File: src/rtl/alarm_tmr_pkg.sv
// Package: shared constants for the alarm countdown timer.
// Assumes a byte-wide register port and the fixed map used by the block.
package alarm_tmr_pkg;
    localparam int BYTE_W      = 8;
    localparam int CNT_BASE    = 4;       // least significant count byte
    localparam int CTRL_ADDR   = 7;
    localparam int STAT_ADDR   = 8;
    localparam logic [7:0] CTRL_RW_MASK = 8'hCF;  // bits 5:4 read as 0
    localparam int EN_BIT      = 6;       // alarm enable
    localparam int MODE_BIT    = 3;       // interrupt mode select
    localparam int IE_BIT      = 0;       // interrupt enable
    localparam int KEEP_BIT    = 7;       // stored-only status bit
    localparam int FLAG_BIT    = 0;       // sticky expiry flag
endpackage

File: src/rtl/alm_regfile.sv
// Module: alm_regfile
// Holds the seed bytes, control byte and status bits, and forms the
// interrupt request. Assumes one write strobe per cycle and that the
// expiry pulse comes from the counter in the same clock domain.
module alm_regfile
    import alarm_tmr_pkg::*;
#(
    parameter int ADDR_W    = 5,
    parameter int CNT_BYTES = 3,
    localparam int CNT_W    = CNT_BYTES * BYTE_W
) (
    input  logic              clk,
    input  logic              rst_n,
    input  logic [ADDR_W-1:0] addr_i,
    input  logic [BYTE_W-1:0] wdata_i,
    input  logic              wr_i,
    input  logic              expire_i,
    output logic [CNT_W-1:0]  seed_o,
    output logic              run_en_o,
    output logic              en_rise_o,
    output logic [BYTE_W-1:0] ctrl_o,
    output logic [BYTE_W-1:0] stat_o,
    output logic              irq_o
);
    localparam logic [ADDR_W-1:0] A_CTRL = ADDR_W'(CTRL_ADDR);
    localparam logic [ADDR_W-1:0] A_STAT = ADDR_W'(STAT_ADDR);

    logic [BYTE_W-1:0] ctrl_q;
    logic              flag_q;
    logic              keep_q;
    logic              wr_ctrl;
    logic              wr_stat;
    logic [BYTE_W-1:0] seed_b [CNT_BYTES];

    assign wr_ctrl = wr_i && (addr_i == A_CTRL);
    assign wr_stat = wr_i && (addr_i == A_STAT);

    // One register per seed byte, each at its own address.
    for (genvar b = 0; b < CNT_BYTES; b++) begin : g_seed
        localparam logic [ADDR_W-1:0] A_BYTE = ADDR_W'(CNT_BASE + b);
        // Capture the written seed byte.
        always_ff @(posedge clk) begin
            if (!rst_n)
                seed_b[b] <= '0;
            else if (wr_i && (addr_i == A_BYTE))
                seed_b[b] <= wdata_i;
        end
        assign seed_o[BYTE_W*b +: BYTE_W] = seed_b[b];
    end

    // Store the writable control bits.
    always_ff @(posedge clk) begin
        if (!rst_n)
            ctrl_q <= '0;
        else if (wr_ctrl)
            ctrl_q <= wdata_i & CTRL_RW_MASK;
    end

    // Sticky flag: expiry sets it, a zero write clears it, expiry wins.
    always_ff @(posedge clk) begin
        if (!rst_n)
            flag_q <= 1'b0;
        else if (expire_i)
            flag_q <= 1'b1;
        else if (wr_stat && !wdata_i[FLAG_BIT])
            flag_q <= 1'b0;
    end

    // Stored-only status bit.
    always_ff @(posedge clk) begin
        if (!rst_n)
            keep_q <= 1'b0;
        else if (wr_stat)
            keep_q <= wdata_i[KEEP_BIT];
    end

    // Assemble the status byte with fixed zeros.
    always_comb begin
        stat_o           = '0;
        stat_o[KEEP_BIT] = keep_q;
        stat_o[FLAG_BIT] = flag_q;
    end

    assign ctrl_o    = ctrl_q;
    assign run_en_o  = ctrl_q[EN_BIT];
    assign en_rise_o = wr_ctrl && wdata_i[EN_BIT] && !ctrl_q[EN_BIT];
    assign irq_o     = ctrl_q[IE_BIT] && ctrl_q[MODE_BIT] && flag_q;

    AST_FLAG_SET: assert property (@(posedge clk) disable iff (!rst_n)
        expire_i |=> stat_o[FLAG_BIT]);
    AST_FLAG_CLEAR_BY_WRITE: assert property (@(posedge clk) disable iff (!rst_n)
        $fell(stat_o[FLAG_BIT]) |-> $past(wr_stat && !wdata_i[FLAG_BIT]));
    AST_SEED_HOLD: assert property (@(posedge clk) disable iff (!rst_n)
        !wr_i |=> $stable(seed_o));
endmodule

File: src/rtl/alm_countdown.sv
// Module: alm_countdown
// Live down-counter. It loads the seed when the enable rises, decrements
// on ticks while enabled with a nonzero seed, and reloads on expiry.
// Assumes tick_i is a single-cycle pulse.
module alm_countdown #(
    parameter int CNT_W = 24
) (
    input  logic             clk,
    input  logic             rst_n,
    input  logic             tick_i,
    input  logic             run_en_i,
    input  logic             en_rise_i,
    input  logic [CNT_W-1:0] seed_i,
    output logic [CNT_W-1:0] cnt_o,
    output logic             expire_o
);
    logic [CNT_W-1:0] cnt_q;
    logic             active;
    logic             step;

    assign active   = run_en_i && (seed_i != '0);
    assign step     = active && tick_i && !en_rise_i;
    assign expire_o = step && (cnt_q <= CNT_W'(1));
    assign cnt_o    = cnt_q;

    // Load on enable rise, reload on expiry, else count down on ticks.
    always_ff @(posedge clk) begin
        if (!rst_n)
            cnt_q <= '0;
        else if (en_rise_i || expire_o)
            cnt_q <= seed_i;
        else if (step)
            cnt_q <= cnt_q - CNT_W'(1);
    end

    AST_LOAD_ON_RISE: assert property (@(posedge clk) disable iff (!rst_n)
        en_rise_i |=> (cnt_o == $past(seed_i)));
    AST_DEC_BY_ONE: assert property (@(posedge clk) disable iff (!rst_n)
        (run_en_i && seed_i != '0 && tick_i && !en_rise_i && cnt_o > CNT_W'(1))
        |=> (cnt_o == $past(cnt_o) - CNT_W'(1)));
    AST_FROZEN_WHEN_IDLE: assert property (@(posedge clk) disable iff (!rst_n)
        ((!run_en_i || seed_i == '0 || !tick_i) && !en_rise_i) |=> $stable(cnt_o));
    AST_RELOAD_ON_EXPIRE: assert property (@(posedge clk) disable iff (!rst_n)
        expire_o |=> (cnt_o == $past(seed_i)));
endmodule

File: src/rtl/alm_snapshot.sv
// Module: alm_snapshot
// Read path: snapshot register and registered read-data mux. A read of
// the lowest count byte returns live data and captures the full count.
// Upper count bytes come from the snapshot. Assumes one read per cycle.
module alm_snapshot
    import alarm_tmr_pkg::*;
#(
    parameter int ADDR_W    = 5,
    parameter int CNT_BYTES = 3,
    localparam int CNT_W    = CNT_BYTES * BYTE_W
) (
    input  logic              clk,
    input  logic              rst_n,
    input  logic [ADDR_W-1:0] addr_i,
    input  logic              rd_i,
    input  logic [CNT_W-1:0]  cnt_i,
    input  logic [BYTE_W-1:0] ctrl_i,
    input  logic [BYTE_W-1:0] stat_i,
    output logic [BYTE_W-1:0] rdata_o
);
    localparam logic [ADDR_W-1:0] A_LOW  = ADDR_W'(CNT_BASE);
    localparam logic [ADDR_W-1:0] A_CTRL = ADDR_W'(CTRL_ADDR);
    localparam logic [ADDR_W-1:0] A_STAT = ADDR_W'(STAT_ADDR);

    logic [CNT_W-1:0]  hold_q;
    logic [BYTE_W-1:0] rdata_q;
    logic [BYTE_W-1:0] rd_sel;
    logic              snap;

    assign snap = rd_i && (addr_i == A_LOW);

    // Capture the live count when the lowest byte is read.
    always_ff @(posedge clk) begin
        if (!rst_n)
            hold_q <= '0;
        else if (snap)
            hold_q <= cnt_i;
    end

    // Select the byte addressed by the current read.
    always_comb begin
        rd_sel = '0;
        if (addr_i == A_LOW)
            rd_sel = cnt_i[BYTE_W-1:0];
        else if (addr_i == A_CTRL)
            rd_sel = ctrl_i;
        else if (addr_i == A_STAT)
            rd_sel = stat_i;
        for (int b = 1; b < CNT_BYTES; b++) begin
            if (addr_i == ADDR_W'(CNT_BASE + b))
                rd_sel = hold_q[BYTE_W*b +: BYTE_W];
        end
    end

    // Register read data on each read strobe.
    always_ff @(posedge clk) begin
        if (!rst_n)
            rdata_q <= '0;
        else if (rd_i)
            rdata_q <= rd_sel;
    end

    assign rdata_o = rdata_q;

    AST_HOLD_STABLE: assert property (@(posedge clk) disable iff (!rst_n)
        !snap |=> $stable(hold_q));
    AST_RDATA_HOLDS: assert property (@(posedge clk) disable iff (!rst_n)
        !rd_i |=> $stable(rdata_o));
endmodule

File: src/rtl/alarm_countdown_timer.sv
// Module: alarm_countdown_timer (top)
// Periodic reloading alarm behind a byte-wide register port. Ties the
// register file, live counter and read path together and drives the
// active-low interrupt. Assumes a single clock and synchronous reset.
module alarm_countdown_timer
    import alarm_tmr_pkg::*;
#(
    parameter int ADDR_W    = 5,
    parameter int CNT_BYTES = 3
) (
    input  logic              clk,
    input  logic              rst_n,
    input  logic              tick_i,
    input  logic [ADDR_W-1:0] addr_i,
    input  logic [7:0]        wdata_i,
    input  logic              wr_i,
    input  logic              rd_i,
    output logic [7:0]        rdata_o,
    output logic              int_n_o
);
    localparam int CNT_W = CNT_BYTES * BYTE_W;

    logic [CNT_W-1:0]  seed;
    logic [CNT_W-1:0]  cnt;
    logic              run_en;
    logic              en_rise;
    logic              expire;
    logic              irq;
    logic [BYTE_W-1:0] ctrl_b;
    logic [BYTE_W-1:0] stat_b;

    alm_regfile #(.ADDR_W(ADDR_W), .CNT_BYTES(CNT_BYTES)) u_regs (
        .clk(clk), .rst_n(rst_n), .addr_i(addr_i), .wdata_i(wdata_i),
        .wr_i(wr_i), .expire_i(expire), .seed_o(seed), .run_en_o(run_en),
        .en_rise_o(en_rise), .ctrl_o(ctrl_b), .stat_o(stat_b), .irq_o(irq)
    );

    alm_countdown #(.CNT_W(CNT_W)) u_cnt (
        .clk(clk), .rst_n(rst_n), .tick_i(tick_i), .run_en_i(run_en),
        .en_rise_i(en_rise), .seed_i(seed), .cnt_o(cnt), .expire_o(expire)
    );

    alm_snapshot #(.ADDR_W(ADDR_W), .CNT_BYTES(CNT_BYTES)) u_rd (
        .clk(clk), .rst_n(rst_n), .addr_i(addr_i), .rd_i(rd_i),
        .cnt_i(cnt), .ctrl_i(ctrl_b), .stat_i(stat_b), .rdata_o(rdata_o)
    );

    assign int_n_o = ~irq;

    AST_INT_LOW_AFTER_EXPIRE: assert property (@(posedge clk) disable iff (!rst_n)
        (expire && ctrl_b[IE_BIT] && ctrl_b[MODE_BIT] && !wr_i) |=> !int_n_o);
endmodule

File: config.mk
export PLATFORM = sky130hd
export DESIGN_NAME = alarm_countdown_timer
export DESIGN_NICKNAME = d
export VERILOG_FILES = /design/src/rtl/alarm_tmr_pkg.sv /design/src/rtl/alm_regfile.sv /design/src/rtl/alm_countdown.sv /design/src/rtl/alm_snapshot.sv /design/src/rtl/alarm_countdown_timer.sv
export SDC_FILE = /design/constraint.sdc
export NUM_CORES = 1
export LEC_CHECK = 0
export ABC_AREA = 1
export BUFFER_PORTS_ARGS = -buffer_cell sky130_fd_sc_hd__buf_2
export CORE_AREA = 2 2 113 93
export DETAILED_ROUTE_END_ITERATION = 8
export DIE_AREA = 0 0 115 95
export GPL_TIMING_DRIVEN = 1
export MAX_ROUTING_LAYER = met4
export PLACE_DENSITY = 0.64
export SYNTH_ARGS = -nofsm -noshare
export SYNTH_HDL_FRONTEND = slang
export SYNTH_SLANG_ARGS = --single-unit
File: constraint.sdc
create_clock -name clk -period 5.02 [get_ports clk]
set_input_delay 0.251 -clock clk [delete_from_list [all_inputs] [get_ports clk]]
set_output_delay 0.251 -clock clk [all_outputs]
set_load 0.03 [all_outputs]
==> results of run 1 <==
-- how the worst max path moves through the flow --
stage          cells past startpoint  slack (ns)                           endpoint  startpoint
2_1_floorplan                      5        3.30  u_regs.seed_b[2][0]$_SDFFCE_PN0P_   addr_i[3]
3_3_place_gp                      11        2.31       u_cnt.cnt_o[16]$_SDFFE_PN0P_   addr_i[0]
3_5_place_dp                      11        2.14       u_cnt.cnt_o[21]$_SDFFE_PN0P_   addr_i[0]
5_1_grt                           11        2.17       u_cnt.cnt_o[21]$_SDFFE_PN0P_   addr_i[0]
4_1_cts                           11        2.50       u_cnt.cnt_o[21]$_SDFFE_PN0P_   addr_i[0]
6_report                          11        2.42       u_cnt.cnt_o[21]$_SDFFE_PN0P_   addr_i[0]
-- placed cells by master, fill, tap and decap left out, types with 12 or more instances in the layout --
master,count
a21oi_1,56
buf_2,26
dfxtp_1,56
edfxtp_1,24
inv_1,73
nand2_1,147
nand3_1,61
nand4_1,12
nor2_1,84
o21ai_0,34
-- cells by family after synthesis --
family                   after synthesis  share of synthesized area
AO/OA/AOI/OAI                        102                      0.124
XOR/XNOR                               8                     0.0161
adder cells (fa/ha/maj)                2                    0.00576
buffers and inverters                101                     0.0964
flip-flops                            80                      0.424
AND/OR/NAND/NOR                      328                      0.334
-- sequential cells by signal, summed over array words and instances, names as in the netlist --
signal         flops
u_cnt.cnt_o       24
u_rd.hold_q       16
u_rd.rdata_o       8
u_regs.ctrl_o      6
u_regs.flag_q      1
u_regs.keep_q      1
u_regs.seed_b     24
-- power groups by stage --
stage | clock network, mW | logic [mW] | registers (mW)
2_1_floorplan | 0 | 0.103 | 0.704
4_1_cts | 0.665 | 0.140 | 0.693
3_5_place_dp | 0 | 0.139 | 0.707
5_1_grt | 0.692 | 0.160 | 0.695
6_report | 0.663 | 0.142 | 0.693
3_3_place_gp | 0 | 0.138 | 0.707
-- per-stage QoR --
stage          setup slack, ns  instances
6_report                  2.42        764
5_1_grt                   2.17        764
4_1_cts                   2.50        764
3_5_place_dp              2.14        748
3_3_place_gp              2.31        748
2_1_floorplan             3.30        621
-- area by class of cell --
cell class,count,area [um^2],area share
clock buffer,9,225,0.0469
clock inverter,7,70.1,0.0146
inverter,80,300,0.0625
multi-input combinational,440,2090,0.434
sequential,80,1840,0.383
tap,122,153,0.0318
timing repair buffer,26,130,0.0271
-- layer usage --
metal / up-vias / part of all wire
li1: 2038 / -
met1: 1944 / 0.49
met2: 155 / 0.43
met3: 16 / 0.075
met4: 0 / 0.012
met5: - / 0
-- worst min-delay path: cells and delay by family --
family	cells	cell delay, ns
AO/OA/AOI/OAI	1	0.06
AND/OR/NAND/NOR	1	0.09
buffers and inverters	1	0.10
==> impl_metrics.prom, run 1 <==
# TYPE chip_impl_metric gauge
chip_impl_info{name="outcome",value="completed"} 1
chip_impl_metric{name="power_frac_comb",unit=""} 0.095
chip_impl_info{name="start_kind",value="primary input"} 1
chip_impl_metric{name="die_area",unit="um^2"} 10900
chip_impl_metric{name="final_layout_size_suffix_gt1_frac",unit=""} 0.103
chip_impl_metric{name="place.gp.congestion",unit=""} 0.925
chip_impl_metric{name="effective_utilization_at_floorplan",unit=""} 0.439
chip_impl_metric{name="part_of_the_total_power_dissipated_in_sequential_elements",unit=""} 0.462
chip_impl_metric{name="grt_max_degree",unit=""} 38
chip_impl_info{name="netlist_top_cells_area",value="dfxtp_1, edfxtp_1, nand2_1"} 1
chip_impl_metric{name="power_density",unit="nW/um^2"} 312
chip_impl_metric{name="p_leak",unit="nW"} 2.12
chip_impl_metric{name="global_route.usage.met2",unit=""} 0.344
chip_impl_metric{name="worst_slew_pin_tran",unit="ns"} 1.20
chip_impl_info{name="cts_tree",value="done"} 1
chip_impl_info{name="critical_path.slowest_cell",value="nand2_2"} 1
chip_impl_metric{name="met1_layer_usage_reported_by_global_route",unit=""} 0.359
chip_impl_metric{name="cp_num_buf_inv",unit=""} 3
chip_impl_info{name="reg2reg_from",value="u_regs.seed_b[1][5]$_SDFFCE_PN0P_"} 1
chip_impl_metric{name="syn_avg_cell_area",unit="um^2"} 7.00
chip_impl_metric{name="clockPowerShare",unit=""} 0.443
chip_impl_metric{name="sequential_cell_area_fraction_in_the_yosys_report",unit=""} 0.424
chip_impl_metric{name="hold_path_depth",unit=""} 3
chip_impl_metric{name="worst_path_largest_cell_delay",unit="ns"} 0.57
chip_impl_info{name="worstSetupEndpointType",value="register"} 1
chip_impl_metric{name="grt_antenna_before_repair",unit=""} 0
chip_impl_metric{name="port_buffers",unit=""} 26
chip_impl_info{name="min-delay-start",value="wdata_i[7]"} 1
chip_impl_info{name="cell_family_with_most_cp_delay",value="simple AND/OR/NAND/NOR gates"} 1
chip_impl_metric{name="maxSlewHeadroom",unit=""} 0.190
chip_impl_metric{name="switching_share",unit=""} 0.257
chip_impl_metric{name="cts_max_level",unit=""} 3
chip_impl_metric{name="total_switching_power",unit="mW"} 0.385
chip_impl_metric{name="r2r_cells",unit=""} 10
chip_impl_metric{name="synth_top_cell_area_share",unit=""} 0.258
chip_impl_metric{name="drt_first_pass_iters",unit=""} 6
chip_impl_info{name="worst_hold_path_type",value="primary input to register"} 1
chip_impl_metric{name="ys_ff_latch",unit=""} 80
chip_impl_metric{name="rrSetupSlack",unit="ns"} 2.61
chip_impl_metric{name="ctsHoldBuffers",unit=""} 0
chip_impl_metric{name="ir_worst_vdd",unit="mV"} 0.160
chip_impl_metric{name="synth_enable_flop_cells",unit=""} 24
chip_impl_info{name="critical_path.cell_chain",value="buf_2, inv_1, nor2_1, nand3_2, nor2_4, nand3_4, nand2_2, inv_1, o21bai_1, nand2_1, a21oi_1"} 1
chip_impl_metric{name="final_instance_area",unit="um^2"} 4810
chip_impl_metric{name="syn-num-nets",unit=""} 641
chip_impl_metric{name="postRouteAntennaNets",unit=""} 0
chip_impl_metric{name="gr-total-overflow",unit=""} 0
chip_impl_metric{name="max_clock_freq",unit="GHz"} 0.385
chip_impl_metric{name="clk_latency",unit="ns"} 0.34
chip_impl_metric{name="hold_violations",unit=""} 0
chip_impl_metric{name="postCtsResizedCells",unit=""} 0
chip_impl_metric{name="viasPerCell",unit=""} 5.44
chip_impl_metric{name="slew_violations",unit=""} 0
chip_impl_metric{name="final_net_count",unit=""} 657
chip_impl_metric{name="clock_sinks",unit=""} 80
chip_impl_metric{name="crit_required",unit="ns"} 5.21
chip_impl_metric{name="post_synth_num_cell_types",unit=""} 33
chip_impl_metric{name="fin_setup_tns",unit="ns"} 0
chip_impl_metric{name="period_needed",unit="ns"} 2.60
chip_impl_info{name="regToRegEndpoint",value="u_cnt.cnt_o[21]$_SDFFE_PN0P_"} 1
chip_impl_info{name="hold_end",value="u_regs.keep_q$_SDFFE_PN0P_"} 1
chip_impl_metric{name="routing_usage_on_met3",unit=""} 0.0513
chip_impl_metric{name="track_usage",unit=""} 0.245
chip_impl_metric{name="area_growth_syn_to_layout",unit="%"} 10.6
chip_impl_metric{name="tritoncts.num_buffers",unit=""} 9
chip_impl_info{name="global_route.peak_usage_layer",value="met1"} 1
chip_impl_metric{name="cts.path.max_buffers",unit=""} 2
chip_impl_metric{name="finClkSkew",unit="ns"} 0.00802
chip_impl_metric{name="final.period_utilization",unit=""} 0.518
chip_impl_metric{name="intPower",unit="mW"} 1.11
chip_impl_metric{name="aggregate_routed_wire_length",unit="um"} 12300
chip_impl_metric{name="diodes",unit=""} 0
chip_impl_metric{name="total_of_max_cap_violations",unit=""} 0
chip_impl_info{name="unrepaired_setup_endpoints_after_global_routing",value="no"} 1
chip_impl_metric{name="grt_first_pass_wirelength",unit="um"} 19700
chip_impl_metric{name="cts_setup_buffers",unit=""} 0
chip_impl_metric{name="core",unit="um^2"} 9910
chip_impl_metric{name="floorplan.die.width",unit="um"} 115
chip_impl_metric{name="first_global_vias",unit=""} 3626
chip_impl_metric{name="number_of_inserted_filler_cells_in_the_final_layout",unit=""} 1010
chip_impl_metric{name="routedWlPerCell",unit="um"} 16.1
chip_impl_metric{name="clk_pin_slew",unit="ns"} 0.06
chip_impl_metric{name="place.detailed.hpwl",unit="um"} 9060
chip_impl_info{name="netlist_top_cells_count",value="nand2_1, nor2_1, inv_1"} 1
chip_impl_info{name="criticalPathCategory",value="primary input to register"} 1
chip_impl_metric{name="placed_cell_area",unit="um^2"} 4510
chip_impl_metric{name="detailroute.via_count",unit=""} 4153
chip_impl_metric{name="maximum_fanout_count_along_the_critical_path",unit=""} 33
chip_impl_metric{name="arrival",unit="ns"} 2.79
chip_impl_metric{name="ys_async_sr_fraction",unit=""} 0
chip_impl_metric{name="route.detailed.drc",unit=""} 0
chip_impl_metric{name="design.portCount",unit=""} 27
chip_impl_metric{name="syn_inst",unit=""} 621
chip_impl_info{name="synth_top_flop_cell",value="dfxtp_1"} 1
chip_impl_metric{name="detailedRoute.firstIterationViolations",unit=""} 491
chip_impl_metric{name="placementRows",unit=""} 33
chip_impl_metric{name="finish.utilization",unit=""} 0.485
chip_impl_metric{name="p_total",unit="mW"} 1.50
chip_impl_metric{name="fin_worst_hold_slack",unit="ns"} 0.215
chip_impl_metric{name="post_syn_area",unit="um^2"} 4350
chip_impl_info{name="path_common_cell",value="inv_1"} 1
chip_impl_metric{name="finalSetupViolCount",unit=""} 0
chip_impl_info{name="synth_top_cell_by_area",value="dfxtp_1"} 1
chip_impl_metric{name="count_of_warnings_emitted_by_yosys",unit=""} 0
chip_impl_metric{name="dieHeight",unit="um"} 95
chip_impl_info{name="root_buffer",value="clkbuf_16"} 1
chip_impl_info{name="yosys.cell_count.top_type",value="nand2_1"} 1
No activity file was read; power rests on OpenSTA's default activity.
==> run 2: changes to the inputs <==
--- a/config.mk
+++ b/config.mk
@@ -12,7 +12,7 @@
 export DIE_AREA = 0 0 115 95
 export GPL_TIMING_DRIVEN = 1
 export MAX_ROUTING_LAYER = met4
-export PLACE_DENSITY = 0.64
+export PLACE_DENSITY = 0.67
 export SYNTH_ARGS = -nofsm -noshare
 export SYNTH_HDL_FRONTEND = slang
 export SYNTH_SLANG_ARGS = --single-unit
==> constraint.sdc (replaced) <==
create_clock -name clk -period 2.1 [get_ports clk]
set_input_delay 0.105 -clock clk [delete_from_list [all_inputs] [get_ports clk]]
set_output_delay 0.105 -clock clk [all_outputs]
set_load 0.03 [all_outputs]
==> impl_metrics.prom, run 2 (same netlist as run 1, synthesis figures left out) <==
# TYPE chip_impl_metric gauge
chip_impl_metric{name="gr-total-overflow",unit=""} 0
chip_impl_metric{name="hold_violations",unit=""} 0
chip_impl_metric{name="area_growth_syn_to_layout",unit="%"} 15.6
chip_impl_metric{name="finalSetupViolCount",unit=""} 0
chip_impl_metric{name="part_of_the_total_power_dissipated_in_sequential_elements",unit=""} 0.422
chip_impl_info{name="hold_end",value="u_regs.keep_q$_SDFFE_PN0P_"} 1
chip_impl_metric{name="clockPowerShare",unit=""} 0.489
chip_impl_info{name="reg2reg_from",value="u_cnt.cnt_o[0]$_SDFFE_PN0P_"} 1
chip_impl_metric{name="grt_first_pass_wirelength",unit="um"} 20000
chip_impl_metric{name="placementRows",unit=""} 33
chip_impl_metric{name="aggregate_routed_wire_length",unit="um"} 12400
chip_impl_metric{name="cts.path.max_buffers",unit=""} 2
chip_impl_metric{name="intPower",unit="mW"} 3.04
chip_impl_metric{name="maximum_fanout_count_along_the_critical_path",unit=""} 15
chip_impl_metric{name="route.detailed.drc",unit=""} 0
chip_impl_metric{name="postRouteAntennaNets",unit=""} 0
chip_impl_metric{name="worst_slew_pin_tran",unit="ns"} 0.724
chip_impl_metric{name="p_total",unit="mW"} 3.92
chip_impl_metric{name="port_buffers",unit=""} 26
chip_impl_metric{name="diodes",unit=""} 0
chip_impl_metric{name="hold_path_depth",unit=""} 3
chip_impl_info{name="root_buffer",value="clkbuf_16"} 1
chip_impl_metric{name="floorplan.die.width",unit="um"} 115
chip_impl_info{name="criticalPathCategory",value="register to register"} 1
chip_impl_metric{name="detailedRoute.firstIterationViolations",unit=""} 310
chip_impl_metric{name="power_density",unit="nW/um^2"} 781
chip_impl_info{name="outcome",value="completed"} 1
chip_impl_metric{name="crit_required",unit="ns"} 2.35
chip_impl_info{name="start_kind",value="register"} 1
chip_impl_info{name="cts_tree",value="done"} 1
chip_impl_metric{name="clk_latency",unit="ns"} 0.33
chip_impl_metric{name="p_leak",unit="nW"} 2.25
chip_impl_metric{name="max_clock_freq",unit="GHz"} 0.532
chip_impl_metric{name="tritoncts.num_buffers",unit=""} 9
chip_impl_metric{name="design.portCount",unit=""} 27
chip_impl_metric{name="final_layout_size_suffix_gt1_frac",unit=""} 0.133
chip_impl_info{name="unrepaired_setup_endpoints_after_global_routing",value="no"} 1
chip_impl_info{name="final_common_cell",value="nand2_1"} 1
chip_impl_metric{name="grt_max_degree",unit=""} 38
chip_impl_metric{name="first_global_vias",unit=""} 3851
chip_impl_info{name="regToRegEndpoint",value="u_cnt.cnt_o[15]$_SDFFE_PN0P_"} 1
chip_impl_metric{name="clock_sinks",unit=""} 80
chip_impl_info{name="worst_hold_path_type",value="primary input to register"} 1
chip_impl_metric{name="finClkSkew",unit="ns"} 0.00396
chip_impl_metric{name="power_frac_comb",unit=""} 0.089
chip_impl_metric{name="final.period_utilization",unit=""} 0.896
chip_impl_metric{name="r2r_cells",unit=""} 13
chip_impl_metric{name="viasPerCell",unit=""} 5.32
chip_impl_metric{name="switching_share",unit=""} 0.226
chip_impl_metric{name="ir_worst_vdd",unit="mV"} 0.672
chip_impl_info{name="mostFrequentLayoutCells",value="nand2_1, nor2_1, inv_1"} 1
chip_impl_metric{name="rrSetupSlack",unit="ns"} 0.22
chip_impl_metric{name="clk_pin_slew",unit="ns"} 0.06
chip_impl_metric{name="routedWlPerCell",unit="um"} 15.8
chip_impl_metric{name="core",unit="um^2"} 9910
chip_impl_metric{name="total_switching_power",unit="mW"} 0.886
chip_impl_metric{name="maxSlewHeadroom",unit=""} 0.516
chip_impl_metric{name="finish.utilization",unit=""} 0.507
chip_impl_metric{name="grt_antenna_before_repair",unit=""} 0
chip_impl_metric{name="total_of_max_cap_violations",unit=""} 0
chip_impl_metric{name="slew_violations",unit=""} 0
chip_impl_metric{name="period_needed",unit="ns"} 1.88
chip_impl_info{name="worstSetupEndpointType",value="register"} 1
chip_impl_metric{name="detailroute.via_count",unit=""} 4160
chip_impl_metric{name="cts_max_level",unit=""} 3
chip_impl_metric{name="drt_first_pass_iters",unit=""} 5
chip_impl_info{name="min-delay-start",value="wdata_i[7]"} 1
chip_impl_metric{name="place.gp.congestion",unit=""} 0.957
chip_impl_metric{name="fin_setup_tns",unit="ns"} 0
chip_impl_metric{name="dieHeight",unit="um"} 95
chip_impl_metric{name="die_area",unit="um^2"} 10900
chip_impl_metric{name="effective_utilization_at_floorplan",unit=""} 0.439
chip_impl_metric{name="place.detailed.hpwl",unit="um"} 9200
chip_impl_metric{name="arrival",unit="ns"} 2.14
chip_impl_metric{name="final_net_count",unit=""} 675
chip_impl_metric{name="track_usage",unit=""} 0.248
run 2: how the worst max path moves through the flow:
stage	cells after the start	startpoint	endpoint	slack (ns)
6_report	13	u_cnt.cnt_o[0]$_SDFFE_PN0P_	u_cnt.cnt_o[15]$_SDFFE_PN0P_	0.22
3_5_place_dp	13	u_cnt.cnt_o[0]$_SDFFE_PN0P_	u_cnt.cnt_o[14]$_SDFFE_PN0P_	0.13
4_1_cts	13	u_cnt.cnt_o[0]$_SDFFE_PN0P_	u_cnt.cnt_o[14]$_SDFFE_PN0P_	0.11
5_1_grt	13	u_cnt.cnt_o[0]$_SDFFE_PN0P_	u_cnt.cnt_o[15]$_SDFFE_PN0P_	0.03
2_1_floorplan	14	u_cnt.cnt_o[0]$_SDFFE_PN0P_	u_cnt.cnt_o[0]$_SDFFE_PN0P_	0.40
3_3_place_gp	13	u_cnt.cnt_o[0]$_SDFFE_PN0P_	u_cnt.cnt_o[14]$_SDFFE_PN0P_	0.19
run 2: worst max-delay path, stage by stage, from the launching register on:
cell and delay [ns]:
dfxtp_1 0.37, inv_2 0.11, ha_2 0.21, inv_1 0.05, nand2_1 0.06, nand2_1 0.06
nor2_1 0.09, nand2_1 0.09, nor2_4 0.10, nand3_4 0.10, buf_4 0.22, nand3_1 0.10
nand3_1 0.09, a21oi_1 0.16
run 2: metrics by stage:
stage | setup slack, ns | hold WS, ns | area (um^2) | cells
6_report | 0.219 | 0.0517 | 5020 | 782
5_1_grt | 0.0314 | 0.0594 | 5020 | 782
4_1_cts | 0.108 | 0.0486 | 5010 | 782
3_5_place_dp | 0.128 | 0.397 | 4650 | 766
3_3_place_gp | 0.193 | 0.398 | 4650 | 766
2_1_floorplan | 0.398 | 0.254 | 4350 | 621
run 2: what timing repair did:
item	4_1_cts	5_1_grt
setup endpoints to repair	0	21
buffers inserted	0	0
gates resized for setup	0	5
hold buffers	0	0
run 2: power groups by stage:
stage / Sequential, mW / Combinational, mW / Clock, mW
floorplan: 1.68 / 0.245 / 0
global placement: 1.69 / 0.341 / 0
detailed placement: 1.69 / 0.344 / 0
CTS: 1.65 / 0.347 / 1.93
global route: 1.66 / 0.395 / 2.01
finish: 1.65 / 0.351 / 1.92
run 2: area by class of cell:
| cell class | instances | area [um^2] |
|---|---|---|
| tap | 122 | 153 |
| multi-input combinational | 440 | 2100 |
| timing repair buffer | 44 | 265 |
| clock inverter | 5 | 129 |
| clock buffer | 11 | 233 |
| inverter | 80 | 304 |
| sequential | 80 | 1840 |
| fill | 1012 | 4880 |
run 2: routing by layer:
| metal | up-vias | GRT usage | part of all wire |
|---|---|---|---|
| met2 | 139 | 0.353 | 0.43 |
| met5 | - | - | 0 |
| met3 | 21 | 0.0565 | 0.071 |
| met1 | 1918 | 0.355 | 0.49 |
| met4 | 0 | 0.0622 | 0.013 |
| li1 | 2082 | - | - |
